**config.mk**
```make
export PLATFORM = sky130hd
export DESIGN_NAME = xfer_size_xlat
export DESIGN_NICKNAME = d
export VERILOG_FILES = /design/src/rtl/xsx_pkg.sv /design/src/rtl/xsx_decode.sv /design/src/rtl/xsx_parity.sv /design/src/rtl/xsx_wr_steer.sv /design/src/rtl/xsx_rd_steer.sv /design/src/rtl/xfer_size_xlat.sv
export SDC_FILE = /design/constraint.sdc
export NUM_CORES = 1
export LEC_CHECK = 0
export BUFFER_PORTS_ARGS = -buffer_cell sky130_fd_sc_hd__buf_2
export CAP_MARGIN = 10
export CORE_AREA = 2 2 132 134
export DETAILED_ROUTE_END_ITERATION = 10
export DIE_AREA = 0 0 134 136
export HOLD_SLACK_MARGIN = 0.08
export PLACE_DENSITY = 0.6
export SETUP_SLACK_MARGIN = 0.2
export SLEW_MARGIN = 20
export SYNTH_ARGS = -nofsm -noshare
export SYNTH_HDL_FRONTEND = slang
export SYNTH_SLANG_ARGS = --single-unit
```
**constraint.sdc**
```tcl
create_clock -name clk -period 6.04 [get_ports clk]
set_clock_uncertainty 0.05 [all_clocks]
set_input_delay 1.51 -clock clk [delete_from_list [all_inputs] [get_ports clk]]
set_output_delay 1.51 -clock clk [all_outputs]
set_load 0.02 [all_outputs]
```
**src/rtl/xsx_pkg.sv**
```systemverilog
package xsx_pkg;

    localparam int XSX_DW    = 32;
    localparam int XSX_LANES = XSX_DW / 8;

    // Packed transfer-shape code
    typedef struct packed {
        logic legal;
        logic size;
        logic ad01;
        logic ad00;
    } code_t;

    // Registered state of the translator
    typedef struct packed {
        logic              xb_vld;
        logic              xb_phase;
        logic              xb_wr;
        logic              xb_size;
        logic              xb_ad01;
        logic              xb_ad00;
        logic [XSX_DW-1:0] xb_ad;
        logic              xb_par;
        logic              xb_par_en;
        logic              xb_illegal;
        logic              berr;
        logic              rd_vld;
        logic [XSX_DW-1:0] rd_data;
        code_t             ctx;
        logic              ctx_wr;
        logic              ctx_ok;
    } state_t;

    // A 32-bit shape is size=1 with both low code bits set
    function automatic logic is_full(code_t c);
        return c.size & c.ad00;
    endfunction

    // Expansion lanes used by a code; lane l carries byte (LANES-1-l)
    function automatic logic [XSX_LANES-1:0] lane_mask(code_t c);
        logic [XSX_LANES-1:0] m;
        logic [1:0]           li;
        m = '0;
        for (int l = 0; l < XSX_LANES; l++) begin
            li = 2'(l);
            if (is_full(c))
                m[l] = 1'b1;
            else if (c.size)
                m[l] = (li[1] == ~c.ad01);
            else
                m[l] = (li == ~{c.ad01, c.ad00});
        end
        return m & {XSX_LANES{c.legal}};
    endfunction

endpackage

```
**src/rtl/xsx_decode.sv**
```systemverilog
module xsx_decode
    import xsx_pkg::*;
(
    input  logic [1:0] ds_n,
    input  logic       a01,
    input  logic       lword_n,
    output code_t      code
);

    always_comb begin
        code = '0;
        unique case ({ds_n, a01, lword_n})
            4'b0101: code = '{legal: 1'b1, size: 1'b0, ad01: 1'b0, ad00: 1'b0};
            4'b1001: code = '{legal: 1'b1, size: 1'b0, ad01: 1'b0, ad00: 1'b1};
            4'b0111: code = '{legal: 1'b1, size: 1'b0, ad01: 1'b1, ad00: 1'b0};
            4'b1011: code = '{legal: 1'b1, size: 1'b0, ad01: 1'b1, ad00: 1'b1};
            4'b0001: code = '{legal: 1'b1, size: 1'b1, ad01: 1'b0, ad00: 1'b0};
            4'b0011: code = '{legal: 1'b1, size: 1'b1, ad01: 1'b1, ad00: 1'b0};
            4'b0000: code = '{legal: 1'b1, size: 1'b1, ad01: 1'b1, ad00: 1'b1};
            default: code = '0;
        endcase
    end

endmodule

```
**src/rtl/xsx_parity.sv**
```systemverilog
module xsx_parity #(
    parameter int W = 33
) (
    input  logic [W-1:0] bits,
    output logic         odd_bit
);

    // Bit that makes the total count of ones, itself included, odd
    assign odd_bit = ~(^bits);

endmodule

```
**src/rtl/xsx_wr_steer.sv**
```systemverilog
module xsx_wr_steer
    import xsx_pkg::*;
#(
    parameter int DW = XSX_DW
) (
    input  code_t         code,
    input  logic [DW-1:0] local_d,
    output logic [DW-1:0] bus_d
);

    localparam int NL = DW / 8;

    logic [NL-1:0] mask;
    logic          full;

    assign mask = lane_mask(code);
    assign full = is_full(code);

    for (genvar g = 0; g < NL; g++) begin : g_lane
        localparam int SRC = g % 2;
        assign bus_d[8*g +: 8] = !mask[g] ? 8'h00 :
                                 full     ? local_d[8*g +: 8] :
                                            local_d[8*SRC +: 8];
    end

endmodule

```
**src/rtl/xsx_rd_steer.sv**
```systemverilog
module xsx_rd_steer
    import xsx_pkg::*;
#(
    parameter int DW = XSX_DW
) (
    input  code_t         code,
    input  logic [DW-1:0] bus_d,
    output logic [DW-1:0] local_d
);

    localparam int NL = DW / 8;

    logic [NL-1:0] mask;
    logic          full;

    assign mask = lane_mask(code);
    assign full = is_full(code);

    always_comb begin
        local_d = '0;
        for (int l = 0; l < NL; l++) begin
            if (mask[l]) begin
                if (full)
                    local_d[8*l +: 8] = bus_d[8*l +: 8];
                else
                    local_d[8*(l%2) +: 8] = local_d[8*(l%2) +: 8] | bus_d[8*l +: 8];
            end
        end
    end

endmodule

```
**src/rtl/xfer_size_xlat.sv**
```systemverilog
module xfer_size_xlat
    import xsx_pkg::*;
(
    input  logic              clk,
    input  logic              rst_n,
    input  logic              req_vld,
    input  logic              req_phase,
    input  logic              req_wr,
    input  logic [1:0]        req_ds_n,
    input  logic              req_a01,
    input  logic              req_lword_n,
    input  logic [XSX_DW-1:0] req_addr,
    input  logic [XSX_DW-1:0] req_wdata,
    input  logic              rsp_vld,
    input  logic [XSX_DW-1:0] rsp_ad,
    input  logic              rsp_par,
    output logic              xb_vld,
    output logic              xb_phase,
    output logic              xb_wr,
    output logic              xb_size,
    output logic              xb_ad01,
    output logic              xb_ad00,
    output logic [XSX_DW-1:0] xb_ad,
    output logic              xb_par,
    output logic              xb_par_en,
    output logic              xb_illegal,
    output logic              berr_req,
    output logic              rd_vld,
    output logic [XSX_DW-1:0] rd_data
);

    localparam int DW = XSX_DW;
    localparam int PW = DW + 1;

    state_t          s_d, s_q;
    code_t           dec;
    logic [DW-1:0]   wr_bus;
    logic [DW-1:0]   rd_local;
    logic [DW-1:0]   tx_ad;
    logic            tx_par;
    logic            rx_par_exp;
    logic            rsp_take;

    xsx_decode u_dec (
        .ds_n    (req_ds_n),
        .a01     (req_a01),
        .lword_n (req_lword_n),
        .code    (dec)
    );

    xsx_wr_steer #(.DW(DW)) u_wst (
        .code    (dec),
        .local_d (req_wdata),
        .bus_d   (wr_bus)
    );

    xsx_rd_steer #(.DW(DW)) u_rst (
        .code    (s_q.ctx),
        .bus_d   (rsp_ad),
        .local_d (rd_local)
    );

    // Value placed on the expansion bus for this request
    always_comb begin
        tx_ad = '0;
        if (dec.legal) begin
            if (!req_phase)
                tx_ad = {req_addr[DW-1:2], dec.ad01, dec.ad00};
            else if (req_wr)
                tx_ad = wr_bus;
        end
    end

    xsx_parity #(.W(PW)) u_tx_par (
        .bits    ({dec.size, tx_ad}),
        .odd_bit (tx_par)
    );

    xsx_parity #(.W(PW)) u_rx_par (
        .bits    ({s_q.ctx.size, rsp_ad}),
        .odd_bit (rx_par_exp)
    );

    assign rsp_take = rsp_vld && s_q.ctx_ok && !s_q.ctx_wr;

    always_comb begin
        s_d            = s_q;
        s_d.xb_vld     = 1'b0;
        s_d.xb_phase   = 1'b0;
        s_d.xb_wr      = 1'b0;
        s_d.xb_size    = 1'b0;
        s_d.xb_ad01    = 1'b0;
        s_d.xb_ad00    = 1'b0;
        s_d.xb_ad      = '0;
        s_d.xb_par     = 1'b0;
        s_d.xb_par_en  = 1'b0;
        s_d.xb_illegal = 1'b0;
        s_d.berr       = 1'b0;
        s_d.rd_vld     = 1'b0;
        s_d.rd_data    = '0;

        if (req_vld) begin
            if (!dec.legal) begin
                s_d.xb_illegal = 1'b1;
            end else begin
                s_d.xb_vld    = 1'b1;
                s_d.xb_phase  = req_phase;
                s_d.xb_wr     = req_wr;
                s_d.xb_size   = dec.size;
                s_d.xb_ad01   = dec.ad01;
                s_d.xb_ad00   = dec.ad00;
                s_d.xb_ad     = tx_ad;
                s_d.xb_par_en = !req_phase || req_wr;
                s_d.xb_par    = (!req_phase || req_wr) ? tx_par : 1'b0;
            end
        end

        // Response is checked against the context held before this cycle
        if (rsp_take) begin
            s_d.rd_vld  = 1'b1;
            s_d.rd_data = rd_local;
            s_d.berr    = (rsp_par != rx_par_exp);
        end

        if (req_vld && dec.legal && !req_phase) begin
            s_d.ctx    = dec;
            s_d.ctx_wr = req_wr;
            s_d.ctx_ok = 1'b1;
        end
    end

    always_ff @(posedge clk) begin
        if (!rst_n)
            s_q <= '0;
        else
            s_q <= s_d;
    end

    assign xb_vld     = s_q.xb_vld;
    assign xb_phase   = s_q.xb_phase;
    assign xb_wr      = s_q.xb_wr;
    assign xb_size    = s_q.xb_size;
    assign xb_ad01    = s_q.xb_ad01;
    assign xb_ad00    = s_q.xb_ad00;
    assign xb_ad      = s_q.xb_ad;
    assign xb_par     = s_q.xb_par;
    assign xb_par_en  = s_q.xb_par_en;
    assign xb_illegal = s_q.xb_illegal;
    assign berr_req   = s_q.berr;
    assign rd_vld     = s_q.rd_vld;
    assign rd_data    = s_q.rd_data;

endmodule

```
==> flow_summary_export.csv <==
group,metric,value,unit
synthesis,yosysWarnings,0,
power,p_leak,2.368,nW
global_routing,grt_max_degree,28,
synthesis,syn_avg_cell_area,8.739,µm²
global_routing,grt_pass1_vias,3625,
power,switchingPower,0.0003862,W
sta,finalCritPeriodShare,0.6843,
setup_path,cp-end-kind,"register",
clock_network,ctsResizeCount,0,
synthesis,synth_cell_types,51,
power,clkPwrFrac,0.389,
sta,drv_slew,0,
layout,syn_to_final_growth,19.71,%
clock_network,htreeDepth,3,
synthesis,ys_seq_area_frac,0.3624,
layout,layout_common_cells,"179 x buf_2, 81 x dfxtp_1, 59 x nor2_1, 49 x xnor2_1, 31 x a21oi_1",
sta,max_freq,0.2419,GHz
sta,rsz0062_at_grt,"no",
placement,portBuffers,179,
clock_network,cts_setup_buffers,0,
synthesis,syn_area,0.004474,mm²
synthesis,syn_nets,619,
sta,hold_viol_final,0,
setup_path,crit_fanout,27,
clock_network,root_buffer,"clkbuf_16",
clock_network,numCtsBuffers,9,
synthesis,synth_top_area_share,0.3624,
route,via_count,3739,
route,drtAntennaViolNets,0,
run,max-cap-violations,0,
route,drc,0,
power,pwr-share-comb,0.205,
synthesis,ys_ff_latch,81,
power,sw_frac_of_total,0.2864,
sta,holdWs,404.9,ps
setup_path,r2r_cells,4,
setup_path,worstSetupStartpoint,"req_phase",
setup_path,cp-start-kind,"primary input",
synthesis,async_flop_share,0,
route,drt_pass1_iterations,4,
global_routing,grt.total_usage,0.1362,
clock_network,cts_tree,"done",
setup_path,reg2reg_from,"s_q[2]",
power,power.internal,0.0009622,W
setup_path,r2r_slack,4010,ps
clock_network,clk_pin_slew,70,ps
setup_path,endpoint,"xb_par",
outcome,status,"completed",
floorplanning,row_count,48,
setup_path,critPathArrivalTime,4330,ps
route,drtIter0Drc,165,
setup_path,r2r_end,"rd_data[7]",
sta,post-route-min-period,4133,ps
route,detail_route.wirelength,12290,µm
route,viasPerCell,4.409,
floorplanning,start_util,0.2651,
global_routing,grt_overflow,0,
power,power_per_cell_area,251.7,mW/mm²
sta,setup_violations,0,
floorplanning,die_area,0.01822,mm²
synthesis,synth_edf_count,0,
sta,worst_pin_slew,987.2,ps
clock_network,worstSkewPairLatency,340,ps
route,wire_per_inst,14.49,µm
floorplanning,io_pins,182,
placement,gp_congestion,0.7450,
global_routing,antenna_found_initial,1,
floorplanning,die_w,134,µm
power,seqPwrFrac,0.406,
layout,drive_gt1_frac,0.3376,
layout,final_common_cell,"buf_2",
power,ir_drop,0.1388,mV
floorplanning,die_h,136,µm
worst_hold_path,hold_path.class,"register to register",
layout,nNetsFinal,724,
global_routing,grt_first_pass_wirelength,19280,µm
clock_network,cts.sinks,81,
clock_network,cts_hold_buf,0,
synthesis,ys_top_cells_by_area,"dfxtp_1 36%, buf_4 11%, xnor2_1 9.6%, nor2_1 4.9%, a22oi_1 3.9%",
placement,dp_hpwl,9567,µm
synthesis,synth_cells,512,
synthesis,synth_top_cell_by_area,"dfxtp_1",
sta,setup-tns-final,0,ps
setup_path,worstSetupPathType,"primary input to register",
synthesis,ys.flop_type,"dfxtp_1",
sta,slew-limit-headroom,0.3404,
worst_hold_path,min-delay-start,"s_q[0]",
setup_path,worst_ep_required_time,6230,ps
clock_network,cts_buffer_depth,2,
floorplanning,design.core.area,0.01688,mm²
## cell type report
class / instances / area (µm²)
fillers: 1813 / 11520
multi-input cells: 337 / 2231
flip-flops and latches: 81 / 1622
repair buffers: 182 / 918.4
well taps: 225 / 281.5
clock buffers: 10 / 229.0
clock inverters: 6 / 50.05
inverters: 6 / 22.52
diodes: 1 / 2.502
## worst min-delay path by stage
| stage | to | slack, ps | depth (start not counted) |
|---|---|---|---|
| after floorplan | s_q[0] | 380 | 2 |
| after global placement | s_q[0] | 390 | 2 |
| after detailed placement | s_q[0] | 390 | 2 |
| after CTS | s_q[0] | 410 | 2 |
| after global routing | s_q[0] | 440 | 2 |
| final | s_q[0] | 400 | 2 |
## power by group through the flow
stage	logic [W]	clock network [W]	registers, W
3_3_place_gp	0.000278	0	0.000559
2_1_floorplan	0.000191	0	0.000561
6_report	0.000276	0.000525	0.000547
3_5_place_dp	0.000279	0	0.000559
4_1_cts	0.000280	0.000547	0.000547
5_1_grt	0.000305	0.000567	0.000548
## metrics by stage
step	total power [W]	instance area [µm²]	setup WS, ps	util	std cells
3_5_place_dp	0.0008386	5075	1512	0.3007	831
5_1_grt	0.001420	5354	1700	0.3172	847
2_1_floorplan	0.0007524	4474	2029	-	512
4_1_cts	0.001374	5354	1883	0.3172	847
3_3_place_gp	0.0008370	5075	1551	0.3007	831
6_report	0.001348	5356	1907	0.3174	848
## synthesized netlist by cell type (3+ instances only)
cell       number
o21a_1          3
buf_2           4
inv_1           6
a22oi_1        23
xnor3_1         4
mux2i_1        15
o22ai_1         4
nand3_1         4
clkbuf_1       15
nor2b_1         9
o211ai_1        3
xnor2_1        49
o2bb2ai_1       3
o21ai_0        23
and2_1         23
xor2_1         14
a21oi_1        31
nor2_1         59
dfxtp_1        81
buf_6           3
buf_4          66
nand2_1        30
nor3b_1         3
## cell families (layout without fill, tap and decap cells)
kind of cell / after synthesis / in the layout / synth area share
DFF: 81 / 81 / 0.3624
buffers and inverters: 94 / 204 / 0.1404
xor gates and xnor gates: 67 / 67 / 0.1435
and+or+nand+nor: 147 / 147 / 0.1628
muxes: 16 / 16 / 0.03607
other: 0 / 1 / 0
AOI/OAI and AO/OA: 107 / 107 / 0.1549
## critical path, cell delays in order
cell and delay, ps:
buf_2 450, nand2_4 110, or4_1 720, o22ai_1 290, xor2_1 200, xnor2_1 180
xnor2_1 160, xnor3_1 430, xnor2_1 130, and2_1 150
## routing by layer
metal  routed length (µm)  global-route usage
met5                    0                   0
met4                  161             0.04551
met3                 1000             0.04139
met2                 5755              0.2291
met1                 5374              0.1660
## sequential cells by signal, indices dropped and copies added, names as in the netlist
signal      cells
berr_req        1
rd_data        32
rd_vld          1
s_q             6
xb_ad          32
xb_ad00         1
xb_ad01         1
xb_illegal      1
xb_par          1
xb_par_en       1
xb_phase        1
xb_size         1
xb_vld          1
xb_wr           1
Power figures use the tool's default switching activity.
